<file path="config.mk">
export PLATFORM = sky130hd
export DESIGN_NAME = slew_offset_corr
export DESIGN_NICKNAME = d
export VERILOG_FILES = /design/src/rtl/slew_pkg.sv /design/src/rtl/slew_cfg_loader.sv /design/src/rtl/slew_step_engine.sv /design/src/rtl/slew_inc_apply.sv /design/src/rtl/slew_offset_corr.sv
export SDC_FILE = /design/constraint.sdc
export NUM_CORES = 1
export LEC_CHECK = 0
export ABC_AREA = 1
export CORE_MARGIN = 4
export CORE_UTILIZATION = 25
export CTS_BUF_LIST = sky130_fd_sc_hd__clkbuf_4
export CTS_CLUSTER_SIZE = 8
export DETAILED_ROUTE_END_ITERATION = 8
export DONT_BUFFER_PORTS = 1
export GPL_TIMING_DRIVEN = 0
export PLACE_DENSITY = 0.42
export SLEW_MARGIN = 20
export SYNTH_ARGS = -nofsm -noshare
export SYNTH_HDL_FRONTEND = slang
export SYNTH_SLANG_ARGS = --single-unit
</file>
<file path="constraint.sdc">
create_clock -name clk -period 2.2 [get_ports clk]
set_clock_uncertainty 0.1 [all_clocks]
set_input_delay 0.44 -clock clk [delete_from_list [all_inputs] [get_ports clk]]
set_output_delay 0.44 -clock clk [all_outputs]
set_load 0.01 [all_outputs]
</file>
<file path="src/rtl/slew_pkg.sv">
package slew_pkg;
  localparam int WORD_W   = 16;
  localparam int SIGN_BIT = 15;
  localparam int ACT_BIT  = 13;
  localparam int EN_BIT   = 14;

  typedef enum logic [2:0] {
    W_SIGN   = 3'd0,
    W_STEP   = 3'd1,
    W_GAP    = 3'd2,
    W_CNT_LO = 3'd3,
    W_CNT_HI = 3'd4
  } word_e;
endpackage

</file>
<file path="src/rtl/slew_cfg_loader.sv">
module slew_cfg_loader
  import slew_pkg::*;
#(
  parameter int STEP_W = 4,
  parameter int GAP_W  = 16,
  parameter int CNT_W  = 30
) (
  input  logic              clk,
  input  logic              rst_n,
  input  logic              wr,
  input  logic [WORD_W-1:0] wdata,
  output logic              commit,
  output logic              neg,
  output logic [STEP_W-1:0] step_ns,
  output logic [GAP_W-1:0]  gap,
  output logic [CNT_W-1:0]  count
);
  localparam int CNT_HI_W = CNT_W - WORD_W;

  word_e             idx_q;
  logic              sign_q;
  logic [STEP_W-1:0] step_q;
  logic [GAP_W-1:0]  gap_q;
  logic [WORD_W-1:0] cnt_lo_q;

  always_ff @(posedge clk) begin
    if (!rst_n) begin
      idx_q    <= W_SIGN;
      sign_q   <= 1'b0;
      step_q   <= '0;
      gap_q    <= '0;
      cnt_lo_q <= '0;
    end else if (wr) begin
      case (idx_q)
        W_SIGN:   sign_q   <= wdata[SIGN_BIT];
        W_STEP:   step_q   <= wdata[STEP_W-1:0];
        W_GAP:    gap_q    <= wdata[GAP_W-1:0];
        W_CNT_LO: cnt_lo_q <= wdata;
        default:  ;
      endcase
      idx_q <= (idx_q == W_CNT_HI) ? W_SIGN : word_e'(idx_q + 3'd1);
    end
  end

  assign commit  = wr && (idx_q == W_CNT_HI);
  assign neg     = sign_q;
  assign step_ns = step_q;
  assign gap     = gap_q;
  assign count   = {wdata[CNT_HI_W-1:0], cnt_lo_q};

  p_idx_legal_r1: assert property (@(posedge clk) disable iff (!rst_n)
    idx_q <= W_CNT_HI);
  p_commit_restart_r1: assert property (@(posedge clk) disable iff (!rst_n)
    commit |=> (idx_q == W_SIGN));
endmodule

</file>
<file path="src/rtl/slew_step_engine.sv">
module slew_step_engine #(
  parameter int STEP_W = 4,
  parameter int GAP_W  = 16,
  parameter int CNT_W  = 30
) (
  input  logic              clk,
  input  logic              rst_n,
  input  logic              load,
  input  logic              ld_neg,
  input  logic [STEP_W-1:0] ld_step,
  input  logic [GAP_W-1:0]  ld_gap,
  input  logic [CNT_W-1:0]  ld_count,
  input  logic              en,
  output logic              step,
  output logic              step_neg,
  output logic [STEP_W-1:0] step_ns,
  output logic              active
);
  logic [CNT_W-1:0]  rem_q;
  logic [GAP_W-1:0]  gap_q;
  logic [GAP_W-1:0]  gap_cnt_q;
  logic              neg_q;
  logic [STEP_W-1:0] step_q;

  assign active   = (rem_q != '0);
  assign step     = active && en && (gap_cnt_q == '0);
  assign step_neg = neg_q;
  assign step_ns  = step_q;

  always_ff @(posedge clk) begin
    if (!rst_n) begin
      rem_q     <= '0;
      gap_q     <= '0;
      gap_cnt_q <= '0;
      neg_q     <= 1'b0;
      step_q    <= '0;
    end else if (load) begin
      rem_q     <= ld_count;
      gap_q     <= ld_gap;
      gap_cnt_q <= '0;
      neg_q     <= ld_neg;
      step_q    <= ld_step;
    end else if (step) begin
      rem_q     <= rem_q - CNT_W'(1);
      gap_cnt_q <= gap_q;
    end else if (en && active && (gap_cnt_q != '0)) begin
      gap_cnt_q <= gap_cnt_q - GAP_W'(1);
    end
  end

  p_step_dec_r6: assert property (@(posedge clk) disable iff (!rst_n)
    (step && !load) |=> (rem_q == $past(rem_q) - CNT_W'(1)));
  p_last_clear_r6: assert property (@(posedge clk) disable iff (!rst_n)
    (step && !load && rem_q == CNT_W'(1)) |=> !active);
  p_gap_space_r5: assert property (@(posedge clk) disable iff (!rst_n)
    (step && !load && gap_q != '0) |=> !step);
  p_gap_zero_r5: assert property (@(posedge clk) disable iff (!rst_n)
    (step && !load && gap_q == '0 && rem_q > CNT_W'(1)) |=> (step || !en));
  p_pause_r2: assert property (@(posedge clk) disable iff (!rst_n)
    (!en && !load) |=> ($stable(rem_q) && $stable(gap_cnt_q)));
  p_zero_load_r7: assert property (@(posedge clk) disable iff (!rst_n)
    (load && ld_count == '0) |=> !active);
  p_load_run_r4: assert property (@(posedge clk) disable iff (!rst_n)
    (load && ld_count != '0) |=> active);
endmodule

</file>
<file path="src/rtl/slew_inc_apply.sv">
module slew_inc_apply #(
  parameter int INC_W    = 8,
  parameter int STEP_W   = 4,
  parameter bit SATURATE = 1'b1
) (
  input  logic [INC_W-1:0]  nom_inc,
  input  logic              step,
  input  logic              step_neg,
  input  logic [STEP_W-1:0] step_ns,
  output logic [INC_W-1:0]  tick_inc
);
  localparam int PAD_W = INC_W + 1 - STEP_W;

  logic [INC_W:0]   up_sum;
  logic [INC_W:0]   dn_sum;
  logic [INC_W-1:0] up_fin;
  logic [INC_W-1:0] dn_fin;

  assign up_sum = {1'b0, nom_inc} + {{PAD_W{1'b0}}, step_ns};
  assign dn_sum = {1'b0, nom_inc} - {{PAD_W{1'b0}}, step_ns};

  generate
    if (SATURATE) begin : g_sat
      assign up_fin = up_sum[INC_W] ? {INC_W{1'b1}} : up_sum[INC_W-1:0];
      assign dn_fin = dn_sum[INC_W] ? {INC_W{1'b0}} : dn_sum[INC_W-1:0];
    end else begin : g_wrap
      assign up_fin = up_sum[INC_W-1:0];
      assign dn_fin = dn_sum[INC_W-1:0];
    end
  endgenerate

  always_comb begin
    if (!step)         tick_inc = nom_inc;
    else if (step_neg) tick_inc = dn_fin;
    else               tick_inc = up_fin;
  end
endmodule

</file>
<file path="src/rtl/slew_offset_corr.sv">
module slew_offset_corr
  import slew_pkg::*;
#(
  parameter int INC_W  = 8,
  parameter int STEP_W = 4,
  parameter int GAP_W  = 16,
  parameter int CNT_W  = 30
) (
  input  logic              clk,
  input  logic              rst_n,
  input  logic              cfg_wr,
  input  logic [15:0]       cfg_wdata,
  input  logic              ctl_wr,
  input  logic [15:0]       ctl_wdata,
  input  logic [INC_W-1:0]  nom_inc,
  output logic [INC_W-1:0]  tick_inc,
  output logic              slew_step,
  output logic              slew_active,
  output logic [15:0]       stat_word
);
  logic              commit;
  logic              ld_neg;
  logic [STEP_W-1:0] ld_step;
  logic [GAP_W-1:0]  ld_gap;
  logic [CNT_W-1:0]  ld_count;
  logic              en_q;
  logic              step_neg;
  logic [STEP_W-1:0] step_ns;

  always_ff @(posedge clk) begin
    if (!rst_n)      en_q <= 1'b0;
    else if (ctl_wr) en_q <= ctl_wdata[EN_BIT];
  end

  slew_cfg_loader #(.STEP_W(STEP_W), .GAP_W(GAP_W), .CNT_W(CNT_W)) u_loader (
    .clk(clk), .rst_n(rst_n), .wr(cfg_wr), .wdata(cfg_wdata),
    .commit(commit), .neg(ld_neg), .step_ns(ld_step), .gap(ld_gap),
    .count(ld_count)
  );

  slew_step_engine #(.STEP_W(STEP_W), .GAP_W(GAP_W), .CNT_W(CNT_W)) u_engine (
    .clk(clk), .rst_n(rst_n), .load(commit), .ld_neg(ld_neg),
    .ld_step(ld_step), .ld_gap(ld_gap), .ld_count(ld_count), .en(en_q),
    .step(slew_step), .step_neg(step_neg), .step_ns(step_ns),
    .active(slew_active)
  );

  slew_inc_apply #(.INC_W(INC_W), .STEP_W(STEP_W), .SATURATE(1'b1)) u_apply (
    .nom_inc(nom_inc), .step(slew_step), .step_neg(step_neg),
    .step_ns(step_ns), .tick_inc(tick_inc)
  );

  always_comb begin
    stat_word          = '0;
    stat_word[ACT_BIT] = slew_active;
    stat_word[EN_BIT]  = en_q;
  end

  p_enable_track_r2: assert property (@(posedge clk) disable iff (!rst_n)
    ctl_wr |=> (stat_word[EN_BIT] == $past(ctl_wdata[EN_BIT])));
  p_disabled_quiet_r2: assert property (@(posedge clk) disable iff (!rst_n)
    !stat_word[EN_BIT] |-> !slew_step);
  p_pass_through_r9: assert property (@(posedge clk) disable iff (!rst_n)
    !slew_step |-> (tick_inc == nom_inc));
  p_floor_r10: assert property (@(posedge clk) disable iff (!rst_n)
    (slew_step && step_neg) |-> (tick_inc <= nom_inc));
  p_ceiling_r10: assert property (@(posedge clk) disable iff (!rst_n)
    (slew_step && !step_neg) |-> (tick_inc >= nom_inc));
endmodule

</file>
After elaboration in Yosys (flattened, before gate mapping)
Index checks and enable logic that the tools add are counted.
Widths: inputs -> output; s select.
{"block": "word_totals", "reg_bits": 108, "latchBits": 0, "ram_bits": 0, "mem_bits_ro": 0, "inputBits": 44, "out_inout_bits": 26, "elab_cells": 45, "memories": 0}
{"block": "classes", "addsub": 5, "mul": 0, "div": 0, "order_cmp": 0, "eq_ne": 4, "shifts": 0, "n_mux": 9, "bitwise_logic": 1, "n_reduce_logical": 15}
{"op": "$mux 30", "n": 2}
{"op": "$mux 16", "n": 2}
{"op": "$mux 8", "n": 4}
{"op": "$reduce_bool 30->1", "n": 1}
{"op": "$sub 30x1->30 const B", "n": 1}
{"op": "$logic_not 16->1", "n": 1}
{"op": "$reduce_bool 16->1", "n": 1}
{"op": "$sub 16x1->16 const B", "n": 1}
{"op": "$add 8x4->9", "n": 1}
{"op": "$sub 8x4->9", "n": 1}
{"op": "$reduce_and 2->1", "n": 4}
{"op": "$eq 3x2->1 const B", "n": 2}
{"op": "$logic_and 1x1->1", "n": 4}
{"op": "$reduce_bool 2->1", "n": 2}
{"op": "$add 3x1->3 const B", "n": 1}
{"op": "$eq 3x1->1 const B", "n": 1}
{"op": "$eq 3x3->1 const B", "n": 1}
{"op": "$logic_not 3->1", "n": 1}
{"op": "$mux 3", "n": 1}
{"op": "$reduce_or 2->1", "n": 1}
{"op": "$not 1->1", "n": 1}

Logic depth before layout (Yosys ltp)
{"block": "depth", "ltp_word": 5, "ltp_mapped": 15}

Hierarchy
Synthesis repeated with hierarchy kept, for this count alone.
{"block": "unflattened", "hier_cells": 1063, "hier_area_um2": 6764.0}
{"mod": "slew_step_engine", "n_inst": 1, "cells_each": 654, "area_each_um2": 4093.9}
{"mod": "slew_cfg_loader", "n_inst": 1, "cells_each": 242, "area_each_um2": 1745.4}
{"mod": "slew_inc_apply", "n_inst": 1, "cells_each": 144, "area_each_um2": 759.5}
{"mod": "slew_offset_corr", "n_inst": 1, "cells_each": 23, "area_each_um2": 165.2}

Worst setup path before layout
OpenSTA, ideal clock, no wires.
{"block": "synth_timing", "path_kind": "input to output", "startpoint": "in nom_inc[0]", "endpoint": "out tick_inc[5]", "arrival_ns": 1.920, "t_required_ns": 1.660, "setup_slack_ns": -0.260, "path_stages": 14, "n_path_buf": 0, "cell_sequence": "inv_1 > ha_1 > fa_1 > nor2_1 > nor2_1 > nor2_1 > nor2_1 > nand2_1 > nand2_1 > inv_1 > nand3_1 > nand2_1 > nand2_1 > o21ai_1"}
{"block": "synth_via", "elab_chain_len": 4}
{"element": "from (decl)", "line_no": "slew_offset_corr.sv:15", "source": "input logic [INC_W-1:0] nom_inc,"}
{"element": "$add 8x4->9 or $sub 8x4->9 (tied branches)", "line_no": "slew_inc_apply.sv:19, slew_inc_apply.sv:20"}
{"element": "$mux 8, on equally long branches", "line_no": "slew_inc_apply.sv:24, slew_inc_apply.sv:25"}
{"element": "$mux 8 (*)", "line_no": "slew_inc_apply.sv:34", "source": "else if (step_neg) tick_inc = dn_fin;"}
{"element": "$mux 8 (*)", "line_no": "slew_inc_apply.sv:33", "source": "if (!step) tick_inc = nom_inc;"}
{"element": "to (decl)", "line_no": "slew_offset_corr.sv:16", "source": "output logic [INC_W-1:0] tick_inc,"}
Every way passes the cells marked *; elsewhere a longest branch is shown, timed or not.

Final worst setup path
{"block": "layout_timing", "startpoint": "reg u_engine.step_q[0], in the netlist u_engine.step_ns[0]", "endpoint": "out tick_inc[4]"}
{"block": "layout_via", "elab_chain_len": 4}
{"element": "from (decl)", "line_no": "slew_step_engine.sv:23", "source": "logic [STEP_W-1:0] step_q;"}
{"element": "from (signal assigned)", "line_no": "slew_step_engine.sv:42", "source": "step_q <= ld_step;"}
{"element": "$add 8x4->9 or $sub 8x4->9 (tied branches)", "line_no": "slew_inc_apply.sv:19, slew_inc_apply.sv:20"}
{"element": "$mux 8, on equally long branches", "line_no": "slew_inc_apply.sv:24, slew_inc_apply.sv:25"}
{"element": "$mux 8 (*)", "line_no": "slew_inc_apply.sv:34"}
{"element": "$mux 8 (*)", "line_no": "slew_inc_apply.sv:33"}
Marked as above.

==> metrics.md <==
| Metric | Value |
|---|---|
| Outcome | `finished, violations left` |
| Failing checks | `setup timing` |
| Fin. max-slew vios | `0` |
| Leak Pwr | `between 3 and 4 nW` |
| Final nets | `roughly 1.1k` |
| FF-to-FF Start | `u_engine.rem_q[0]` |
| Crit path buf inv count | `1` |
| Total CTS buffers | `9` |
| P per Cell Area | `between 1500 and 2000 nW/um2` |
| Hold Path Cell Cnt | `2` |
| Synth top area cells | `dfxtp_1 (33%), nand2_1 (13%), o21ai_0 (8.6%), nor2_1 (6.9%), a21oi_1 (6.5%)` |
| Register area | `between 2000 and 2500 um2` |
| DRC violations left | `0` |
| CP Cell Sequence | `ha_4, fa_2, nor2_1, nor2_1, nor2_2, nor2_4, buf_6, xor2_1, nand2_1, nand2_1, nand2_1, o21ai_2` |
| Total grt overflow | `0` |
| Yosys warns | `0` |
| Final Hold Vio Count | `0` |
| Highest Signal Layer | `met4` |
| Initial DRT Pass Iterations | `4` |
| First-pass GRT wire length | `around 33000 um` |
| Seq/Total Area, Yosys | `33.32%` |
| Die height | `~170 um` |
| Worst Hold Endpoint | `u_loader.step_ns[0]` |
| Synth Area in Simple Gates | `28.58%` |
| Layout cells sized above 1 | `between 10% and 20%` |
| CTS tree | `yes` |
| Routed length per instance | `between 15 and 20 um` |
| Root buffer selected by CTS | `clkbuf_4` |
| Met2 WL | `8897 um` |
| Via Count | `6247` |
| PortBufs | `0` |
| Period utilisation layout | `130.6%` |
| Max-slew headroom | `roughly 42%` |
| Filler Cells Inserted | `roughly 2.8k` |
| Post-Layout Cell Count | `1380` |
| Hpwl dp | `between 15000 and 20000 um` |
| Number of synthesized flops with an enable pin | `0` |
| H-tree Lvls | `3` |
| R2R cell count | `14` |
| Post-synth top cells | `nand2_1 (227), nor2_1 (119), o21ai_0 (112), dfxtp_1 (108), inv_1 (107)` |
| Area of the multi-input gates | `between 3000 and 4000 um2` |
| Crit path DAT | `roughly 2.3 ns` |
| Critical path's slowest cell | `dfxtp_4` |
| Critical path fanouts, max | `3` |
| PnR worst setup slack | `-0.6733 ns` |
| Met1 WL | `11130 um` |
| Syn Inst Count | `991` |
| Metal3 WL | `between 1000 and 1500 um` |
| Compound-cell area share of the yosys netlist | `between 10% and 20%` |
| Post-Route WL | `21450 um` |
| Max-cap violations | `0` |
| Top-area cell type share of the netlist area | `~33%` |
| Synthesized flop and latch total | `between 100 and 150` |
| Xor/xnor share of the synthesized area | `between 3 and 4%` |
| Crit path top cell by count | `nand2_1` |
| Die Width | `around 170 um` |
| Worst VDD drop | `roughly 0.74 mV` |
| Tot Pwr | `~13 mW` |
| Area growth syn-to-layout | `19.34%` |
| Post-synthesis mux area share | `less than 1%` |
| Placed insts | `~1.3k` |
| IO Pins | `70` |
| Yosys top cell by area | `dfxtp_1` |
| Iteration-0 DRC Markers | `around 410` |
| Min-delay src | `cfg_wdata[0]` |
| DRT antenna net count | `0` |
| FF-to-FF End | `u_engine.rem_q[17]` |
| Die area | `28600 um2` |
| Min Hold Slack | `around 0.038 ns` |
| Setup crit end kind | `output port` |
| Syn avg cell area | `between 6 and 7 um2` |
| Mapped cell area | `roughly 6500 um2` |
| Cell family with most CP delay | `simple AND/OR/NAND/NOR gates` |
| Startpoint types | `flip-flop` |
| Worst-Margin Slew | `around 0.88 ns` |
| Placer Congestion | `0.8739` |
| Sink Count | `108` |
| Reg clk slew, reported paths | `0.19 ns` |
| Row count | `58` |
| Total Routing Usage GR | `14.98%` |
| Largest net degree at the start of global routing | `19` |
| Type of the most critical hold path | `in2reg` |
| Starting Density | `between 20% and 30%` |
| Synth unique cells | `43` |
| Max frequency | `about 350 MHz` |
| CP Class | `reg2out` |
| Number of global-route vias before repair | `just under 6k` |
| RSZ-0062 raised after global routing | `true` |
| Final setup vio count | `10` |
| Longest Clk Path Bufs | `2` |
| Avg Vias per Cell | `4.527` |
| FFs w/ async S/R, synth | `0%` |
| Delay of the slowest critical-path stage | `roughly 0.4 ns` |
| Reg2reg setup slack | `roughly 0.13 ns` |
| Largest family of logic cells by synthesized area | `simple AND/OR/NAND/NOR gates` |
| Initial antenna violation count | `1` |
| Core box area | `between 20000 and 30000 um2` |
| Crit path time final | `between 2 and 3 ns` |
| Req. time, crit path | `1.66 ns` |
| Top-count cell post-synth | `nand2_1` |
| Main synth FF type | `dfxtp_1` |
| Clk_lat worst skew | `0.49 ns` |
| Synth Area in Adders | `3.895%` |
-- cells by family after synthesis --
logic type | after synthesis
simple gates | 442
compound gates | 228
buf+inv | 168
flops | 108
xor+xnor | 24
fa+ha+maj | 19
other cells | 1
mux | 1
-- power breakdown --
part	switching, mW	total (mW)	internal [mW]
clock	0.729	0.968	0.239
sequential	0.455	2.83	2.37
combinational	6.20	9.60	3.41
total	7.38	13.4	6.02
-- cell usage in the layout (no fill, tap or decap), drive strengths merged --
| cell | n |
|---|---|
| nor4 | 2 |
| buf | 49 |
| clkbuf | 30 |
| nand4 | 7 |
| o22ai | 1 |
| dlygate4sd3 | 12 |
| nor3 | 6 |
| o21ai | 114 |
| a211oi | 3 |
| o211ai | 1 |
| xor2 | 15 |
| nor2 | 132 |
| a31oi | 1 |
| o31ai | 1 |
| mux2i | 1 |
| diode | 1 |
| a22oi | 1 |
| nand3 | 59 |
| ha | 17 |
| a2bb2oi | 1 |
| a21oi | 102 |
| fa | 2 |
| inv | 113 |
| xnor2 | 9 |
| conb | 14 |
| dfxtp | 108 |
| nand2 | 236 |
| clkinv | 7 |
| clkinvlp | 2 |
| o21bai | 3 |
-- worst max-delay path by stage --
stage	end	cells past startpoint	startpoint
6_report	tick_inc[4]	12	u_engine.step_ns[0]
5_1_grt	tick_inc[4]	12	u_engine.step_ns[0]
4_1_cts	tick_inc[6]	13	u_engine.step_ns[0]
3_5_place_dp	tick_inc[6]	14	nom_inc[0]
3_3_place_gp	tick_inc[3]	12	nom_inc[0]
2_1_floorplan	tick_inc[7]	14	nom_inc[0]
-- layout make-up --
cell class | count | share of cell area, %
Antenna cell | 1 | 0.03232
Tap cell | 330 | 5.332
Clock buffer | 9 | 0.8725
Clock inverter | 6 | 0.6140
Inverter | 116 | 6.124
Buffer | 52 | 4.330
Multi-Input combinational cell | 728 | 50.77
Sequential cell | 108 | 28.49
Timing Repair Buffer | 30 | 3.442
-- metal layers --
| metal | global-route usage [%] | vias to the layer above |
|---|---|---|
| met5 | 0 | - |
| met4 | 4.235 | 0 |
| li1 | - | 3266 |
| met2 | 22.55 | 125 |
| met3 | 2.452 | 19 |
| met1 | 22.10 | 2837 |
-- registers in the layout (all words and copies together) (netlist names) --
register / cells
u_engine.rem_q: 30
u_engine.gap_cnt_q: 16
u_engine.gap_q: 16
u_loader.cnt_lo_q: 16
u_loader.gap: 16
u_engine.step_ns: 4
u_loader.step_ns: 4
u_loader.idx_q: 3
en_q: 1
u_engine.step_neg: 1
u_loader.neg: 1
-- through the flow --
stage	setup TNS, ns	instance area [um2]	setup WS [ns]	util, %
3_5_place_dp	-4.524	7043	-0.4591	27.81
6_report	-5.291	7744	-0.6733	30.58
3_3_place_gp	-4.493	7043	-0.4680	27.81
4_1_cts	-5.579	7594	-0.6846	29.98
5_1_grt	-6.437	7744	-0.7866	30.58
2_1_floorplan	-0.8509	6630	-0.1492	-
-- repair_timing --
item                                    4_1_cts  5_1_grt
pin swaps                                    22       10
endpoints found under the hold margin        14        0
endpoints found under the setup margin       30       45
cloned                                        0        0
hold buffers                                 12        0
resized for setup                            71       43
setup buffers                                18        1
No activity file was read; power rests on OpenSTA's default activity.
